## config.mk

```make
export PLATFORM = sky130hd
export DESIGN_NAME = board_csr_unit
export DESIGN_NICKNAME = d
export VERILOG_FILES = /design/src/rtl/board_csr_pkg.sv /design/src/rtl/board_ctl_reg.sv /design/src/rtl/board_par_capture.sv /design/src/rtl/board_rd_mux.sv /design/src/rtl/board_csr_unit.sv
export SDC_FILE = /design/constraint.sdc
export NUM_CORES = 1
export LEC_CHECK = 0
export ABC_AREA = 1
export BUFFER_PORTS_ARGS = -buffer_cell sky130_fd_sc_hd__buf_2
export CORE_UTILIZATION = 46
export CTS_CLUSTER_SIZE = 25
export DETAILED_ROUTE_END_ITERATION = 8
export PLACE_DENSITY = 0.86
export SKIP_CTS_REPAIR_TIMING = 1
export SYNTH_ARGS = -nofsm -noshare
export SYNTH_HDL_FRONTEND = slang
export SYNTH_HIERARCHICAL = 1
export SYNTH_SLANG_ARGS = --single-unit
```

## constraint.sdc

```tcl
create_clock -name clk -period 1.2 [get_ports clk]
set_input_delay 0.24 -clock clk [delete_from_list [all_inputs] [get_ports clk]]
set_output_delay 0.24 -clock clk [all_outputs]
set_load 0.01 [all_outputs]
```

## src/rtl/board_csr_pkg.sv

```systemverilog
package board_csr_pkg;

    typedef enum logic [1:0] {
        REG_STATUS = 2'd0,
        REG_PARCTL = 2'd1,
        REG_PARADR = 2'd2,
        REG_SPARE  = 2'd3
    } reg_sel_e;

    // status register bit positions
    localparam int unsigned BIT_RST   = 15;
    localparam int unsigned BIT_AIR   = 14;
    localparam int unsigned BIT_ATT   = 13;
    localparam int unsigned BIT_IEN   = 12;
    localparam int unsigned BIT_PIEN  = 11;
    localparam int unsigned BIT_PFLAG = 9;
    localparam int unsigned BIT_CIRQ  = 8;
    localparam int unsigned BIT_AUX   = 5;
    localparam int unsigned BIT_BIG   = 4;

    // parity control register bit positions
    localparam int unsigned BIT_ACK   = 8;
    localparam int unsigned BIT_SRC   = 7;
    localparam int unsigned BIT_LANE  = 6;

    typedef struct packed {
        logic rst;
        logic air;
        logic att;
        logic ien;
        logic pien;
        logic aux;
    } ctl_bits_t;

    typedef struct packed {
        ctl_bits_t bits;
        logic      attn_pulse;
    } ctl_state_t;

endpackage

```

## src/rtl/board_ctl_reg.sv

```systemverilog
module board_ctl_reg
    import board_csr_pkg::*;
(
    input  logic      clk,
    input  logic      rst_n,
    input  logic      wr_en,
    input  ctl_bits_t wr_bits,
    output ctl_bits_t ctl,
    output logic      attn_pulse
);

    ctl_state_t st_d, st_q;

    always_comb begin
        st_d            = st_q;
        st_d.attn_pulse = 1'b0;
        if (wr_en) begin
            st_d.bits = wr_bits;
        end
        // reset held: every other control bit is forced off
        if (st_d.bits.rst) begin
            st_d.bits.air  = 1'b0;
            st_d.bits.att  = 1'b0;
            st_d.bits.ien  = 1'b0;
            st_d.bits.pien = 1'b0;
            st_d.bits.aux  = 1'b0;
        end
        st_d.attn_pulse = st_d.bits.att & ~st_q.bits.att;
    end

    always_ff @(posedge clk or negedge rst_n) begin
        if (!rst_n) begin
            st_q <= '0;
        end else begin
            st_q <= st_d;
        end
    end

    assign ctl        = st_q.bits;
    assign attn_pulse = st_q.attn_pulse;

endmodule

```

## src/rtl/board_par_capture.sv

```systemverilog
module board_par_capture #(
    parameter int unsigned HI_W = 4,
    parameter int unsigned LO_W = 16
) (
    input  logic            clk,
    input  logic            rst_n,
    input  logic            err,
    input  logic [HI_W-1:0] err_hi,
    input  logic [LO_W-1:0] err_lo,
    input  logic            err_lane,
    input  logic            err_src,
    input  logic            ack,
    output logic            flag,
    output logic [HI_W-1:0] cap_hi,
    output logic [LO_W-1:0] cap_lo,
    output logic            cap_lane,
    output logic            cap_src
);

    typedef struct packed {
        logic            flag;
        logic            src;
        logic            lane;
        logic [HI_W-1:0] hi;
        logic [LO_W-1:0] lo;
    } cap_t;

    cap_t cap_d, cap_q;

    always_comb begin
        cap_d = cap_q;
        if (err && !cap_q.flag) begin
            cap_d.flag = 1'b1;
            cap_d.src  = err_src;
            cap_d.lane = err_lane;
            cap_d.hi   = err_hi;
            cap_d.lo   = err_lo;
        end else if (ack) begin
            cap_d.flag = 1'b0;
        end
    end

    always_ff @(posedge clk or negedge rst_n) begin
        if (!rst_n) begin
            cap_q <= '0;
        end else begin
            cap_q <= cap_d;
        end
    end

    assign flag     = cap_q.flag;
    assign cap_hi   = cap_q.hi;
    assign cap_lo   = cap_q.lo;
    assign cap_lane = cap_q.lane;
    assign cap_src  = cap_q.src;

endmodule

```

## src/rtl/board_rd_mux.sv

```systemverilog
module board_rd_mux
    import board_csr_pkg::*;
#(
    parameter int unsigned HI_W   = 4,
    parameter int unsigned LO_W   = 16,
    parameter int unsigned DATA_W = 16
) (
    input  reg_sel_e          sel,
    input  ctl_bits_t         ctl,
    input  logic              flag,
    input  logic              cirq,
    input  logic              strap_big,
    input  logic [HI_W-1:0]   strap_hi,
    input  logic              cap_src,
    input  logic              cap_lane,
    input  logic [HI_W-1:0]   cap_hi,
    input  logic [LO_W-1:0]   cap_lo,
    output logic [DATA_W-1:0] rdata
);

    always_comb begin
        rdata = '0;
        unique case (sel)
            REG_STATUS: begin
                rdata[BIT_RST]    = ctl.rst;
                rdata[BIT_AIR]    = ctl.air;
                rdata[BIT_ATT]    = ctl.att;
                rdata[BIT_IEN]    = ctl.ien;
                rdata[BIT_PIEN]   = ctl.pien;
                rdata[BIT_PFLAG]  = flag;
                rdata[BIT_CIRQ]   = cirq;
                rdata[BIT_AUX]    = ctl.aux;
                rdata[BIT_BIG]    = strap_big;
                rdata[HI_W-1:0]   = strap_hi;
            end
            REG_PARCTL: begin
                rdata[BIT_SRC]    = cap_src;
                rdata[BIT_LANE]   = cap_lane;
                rdata[HI_W-1:0]   = cap_hi;
            end
            REG_PARADR: begin
                rdata[LO_W-1:0]   = cap_lo;
            end
            default: rdata = '0;
        endcase
    end

endmodule

```

## src/rtl/board_csr_unit.sv

```systemverilog
module board_csr_unit
    import board_csr_pkg::*;
#(
    parameter int unsigned HI_W = 4,
    parameter int unsigned LO_W = 16
) (
    input  logic            clk,
    input  logic            rst_n,
    input  logic            host_wr,
    input  logic [1:0]      host_addr,
    input  logic [15:0]     host_wdata,
    output logic [15:0]     host_rdata,
    input  logic            ctrl_irq,
    input  logic [HI_W-1:0] strap_haddr,
    input  logic            strap_big_ram,
    input  logic            par_err,
    input  logic [HI_W-1:0] par_addr_hi,
    input  logic [LO_W-1:0] par_addr_lo,
    input  logic            par_lane,
    input  logic            par_src,
    output logic            board_rst,
    output logic            chan_attn,
    output logic            on_air,
    output logic            aux_bus_en,
    output logic            bus_irq
);

    localparam int unsigned DATA_W = 16;

    reg_sel_e        sel;
    logic            wr_status;
    logic            par_ack;
    ctl_bits_t       wr_bits;
    ctl_bits_t       ctl;
    logic            par_flag;
    logic [HI_W-1:0] par_hi;
    logic [LO_W-1:0] par_lo;
    logic            cap_lane;
    logic            cap_src;
    logic            unused_wbits;

    assign sel       = reg_sel_e'(host_addr);
    assign wr_status = host_wr && (sel == REG_STATUS);
    assign par_ack   = host_wr && (sel == REG_PARCTL) && host_wdata[BIT_ACK];

    assign wr_bits.rst  = host_wdata[BIT_RST];
    assign wr_bits.air  = host_wdata[BIT_AIR];
    assign wr_bits.att  = host_wdata[BIT_ATT];
    assign wr_bits.ien  = host_wdata[BIT_IEN];
    assign wr_bits.pien = host_wdata[BIT_PIEN];
    assign wr_bits.aux  = host_wdata[BIT_AUX];

    assign unused_wbits = ^{host_wdata[10:9], host_wdata[7:6], host_wdata[4:0]};

    board_ctl_reg u_ctl (
        .clk        (clk),
        .rst_n      (rst_n),
        .wr_en      (wr_status),
        .wr_bits    (wr_bits),
        .ctl        (ctl),
        .attn_pulse (chan_attn)
    );

    board_par_capture #(
        .HI_W (HI_W),
        .LO_W (LO_W)
    ) u_par (
        .clk      (clk),
        .rst_n    (rst_n),
        .err      (par_err),
        .err_hi   (par_addr_hi),
        .err_lo   (par_addr_lo),
        .err_lane (par_lane),
        .err_src  (par_src),
        .ack      (par_ack),
        .flag     (par_flag),
        .cap_hi   (par_hi),
        .cap_lo   (par_lo),
        .cap_lane (cap_lane),
        .cap_src  (cap_src)
    );

    board_rd_mux #(
        .HI_W   (HI_W),
        .LO_W   (LO_W),
        .DATA_W (DATA_W)
    ) u_rd (
        .sel       (sel),
        .ctl       (ctl),
        .flag      (par_flag),
        .cirq      (ctrl_irq),
        .strap_big (strap_big_ram),
        .strap_hi  (strap_haddr),
        .cap_src   (cap_src),
        .cap_lane  (cap_lane),
        .cap_hi    (par_hi),
        .cap_lo    (par_lo),
        .rdata     (host_rdata)
    );

    assign board_rst  = ctl.rst;
    assign on_air     = ctl.air;
    assign aux_bus_en = ctl.aux;
    assign bus_irq    = (ctrl_irq & ctl.ien) | (par_flag & ctl.pien);

endmodule

```

==> reports/results.ini <==
[placed_design]
globalplace.congestion = 0.888
port_buffers = 61
place_inst = 324
post-dp-hpwl_mm = 2.97
postPlaceCellArea_mm2 = 0.00202
preCtsSetupSlack_ns = -0.255

[synthesis]
synth_area_leader_cell = sky130_fd_sc_hd__dfrtp_1
yosysSeqAreaShare_pct = 48.5
yosysUniqueCellTypes = 13
netlist_top_cells_area = sky130_fd_sc_hd__dfrtp_1 48%, sky130_fd_sc_hd__nand2_1 24%, sky130_fd_sc_hd__nand3_1 9.7%
synthesized_flop_and_latch_total = 30
yosys.area.top_type_share_pct = 48.5
netlist_area_mm2 = 0.00155
instance_count_of_the_mapped_netlist = 210
synth_warnings = 6
syn-mean-instance-area_um2 = 7.38
post_synthesis_net_count = 265

[pwr]
ir_drop_mv = 1.08
seq_power_share_pct = 44.6
power.clock.fraction_pct = 17.6
p_int_mw = 2.30
share_comb_of_total_power_pct = 37.8
p_leak_nw = 1.34
p_sw_share_pct = 36.9
switching_power_mw = 1.35
pwr_density_mw_per_mm2 = 1590

[drt]
firstDrtPassIters = 4
drt_iter0_drc = 101
antenna_violating_nets_post_route = 0
vias_per_cell = 4.84
post_drt_wl_per_cell_um = 12.7
final_routed_drc_violation_total = 0
detailroute.via_count = 1665
totalWireLength_mm = 4.36

[clocking]
source_to_sink_clock_delay_at_the_later_pin_of_the_worst_skew_pair_ns = 0.34
clock_tree.htree_level_count = 2
cts_buffers = 5
cts.sink_count = 30
worst_setup_hold_path_clk_slew_ns = 0.10
ctsLongestPathBuffers = 2
clock_tree_from_tritoncts = yes
cts.root.buffer_cell = sky130_fd_sc_hd__clkbuf_4

[grt]
grt_max_degree = 24
grt_pass1_wl_mm = 6.19
antenna_found_initial = 0
number_of_global_route_vias_before_repair = 1480
globalRouteTotalUtil_pct = 24.0
globalRoute.totalOverflow = 0

[sta]
worst_slew_margin_rel_pct = 77.3
rsz0062_at_grt = yes
hold-worst-slack_ns = 0.124
fin_worst_skew_ns = 0.00404
tightest_slew_ns = 0.340
report.final.slew_viol_count = 0
post-route-worst-setup-slack_ns = -0.175
fin_crit_ns = 1.38
finalHoldViolCount = 0
setup_tns_ns = -1.44
report.final.setup_viol = 16
fmaxAchievable_mhz = 727
post-route-period-util_pct = 115

[outcome]
violations_in_the_final_reports = negative setup slack
run_status = finished, violations left

[critical_path]
critical_path.max_fanout = 5
crit-reg2reg-capture = u_par/cap_lo[15]$_DFFE_PN0P_
timing_worst_setup_path_type = in2out
worst_ep_required_time_ns = 0.96
regToRegStartpoint = u_par/flag$_DFFE_PN0P_
worst_ep_arrival_time_ns = 1.14
worst_r2r_path_depth = 4
cp-start-kind = input pin
timing.reg2reg.setup_slack_ns = 0.17
timing.critical_path.to_type = primary output

[min_path]
holdCritPathClass = in2reg
hold-path-endpoint = u_par/cap_lo[9]$_DFFE_PN0P_
min-delay-start = par_addr_lo[9]
holdPathStages = 3

[cells_and_area]
antenna_cells_inserted = 0
finish.instance_area_mm2 = 0.00230
stdcell_count = 344
area_growth_syn_to_layout_pct = 48.3
num-fill-cells = 231
nNetsFinal = 354
drive_gt1_share_pct = 39.0

[floorplanning]
fp.dieArea_mm2 = 0.00360
initial_core_util_pct = 49.5
num_io_pins = 71
core_area_mm2 = 0.00313
fp-row-count = 20
die_width_um = 60.0
dieHeight_um = 60.0

[flow_run]
max_cap_violations = 0

==> per-stage QoR <==
stage          util (%)  power, mW
4_1_cts            66.6       3.35
6_report           73.4       3.65
2_1_floorplan         -       2.27
5_1_grt            73.4       3.90
3_5_place_dp       64.6       2.70
3_3_place_gp       64.6       2.65
==> routing by layer <==
layer / vias to the layer above / track usage (%) / share of wire (%)
met5: - / 0 / 0
met4: 0 / 11.0 / 1.7
met3: 7 / 4.55 / 5.2
met2: 57 / 40.6 / 52
met1: 769 / 29.5 / 41
li1: 832 / - / -
==> worst max-delay path by stage <==
stage                                      startpoint              to  slack (ns)  cells after the start
after floorplan                          host_addr[0]   host_rdata[1]        0.02                      7
after global placement                   host_addr[0]  host_rdata[15]       -0.24                      6
after detailed placement                 host_addr[1]  host_rdata[15]       -0.26                      6
after CTS                                host_addr[1]  host_rdata[15]       -0.26                      6
after global routing      u_par/cap_lo[0]$_DFFE_PN0P_   host_rdata[0]       -0.21                      5
final                                    host_addr[1]   host_rdata[0]       -0.18                      9
==> synth_stat cells <==
library cell	n
sky130_fd_sc_hd__a21oi_1	2
sky130_fd_sc_hd__buf_2	6
sky130_fd_sc_hd__buf_4	2
sky130_fd_sc_hd__dfrtp_1	30
sky130_fd_sc_hd__ha_1	5
sky130_fd_sc_hd__inv_1	15
sky130_fd_sc_hd__inv_2	2
sky130_fd_sc_hd__nand2_1	101
sky130_fd_sc_hd__nand2_2	4
sky130_fd_sc_hd__nand3_1	30
sky130_fd_sc_hd__nor2_1	3
sky130_fd_sc_hd__nor2_2	1
sky130_fd_sc_hd__o21ai_0	9
==> worst max-delay path: stages <==
cell and delay (ns):
sky130_fd_sc_hd__buf_6 0.12, sky130_fd_sc_hd__inv_4 0.06, sky130_fd_sc_hd__ha_4 0.18, sky130_fd_sc_hd__buf_4 0.14
sky130_fd_sc_hd__nand2_1 0.07, sky130_fd_sc_hd__nand3_1 0.09, sky130_fd_sc_hd__nand2_1 0.07, sky130_fd_sc_hd__inv_1 0.04
sky130_fd_sc_hd__buf_2 0.13
==> area by class of cell <==
cell class                      instances  area (um^2)  area share (%)
Tap cell                               44         55.1            2.40
Clock inverter                          2         12.5           0.545
Clock buffer                            6         51.3            2.23
Multi-Input combinational cell        155          769            33.5
Sequential cell                        30          751            32.7
Timing Repair Buffer                   90          584            25.4
Inverter                               17         73.8            3.21
==> cells in the final DEF (no fill, tap or decap), drive strengths merged, types with 2 or more instances in the layout <==
cell    count
a21oi       2
buf        88
clkbuf      7
dfrtp      30
ha          5
inv        17
nand2     105
nand3      30
nor2        4
o21ai       9
==> registers in the layout, summed over array words and instances, names as in the netlist <==
register and count:
u_ctl/attn_pulse 1, u_par/cap_lo 16, u_par/cap_hi 4, u_par/cap_src 1, u_par/cap_lane 1, u_par/flag 1
u_ctl/ctl 6
==> power groups by stage <==
stage	registers (mW)	logic (mW)	clock network [mW]
global route	1.65	1.55	0.697
detailed placement	1.61	1.09	0
CTS	1.60	1.09	0.657
global placement	1.59	1.05	0
floorplan	1.56	0.714	0
finish	1.63	1.38	0.643
==> kinds of logic after synthesis <==
kind of cell / after synthesis / share of synthesized area, %
AO/OA/AOI/OAI: 11 / 3.55
flip-flops: 30 / 48.5
buffers and inverters: 25 / 7.03
AND/OR/NAND/NOR: 139 / 36.9
adder cells (fa/ha/maj): 5 / 4.04
(Power assumes the default switching activity.)
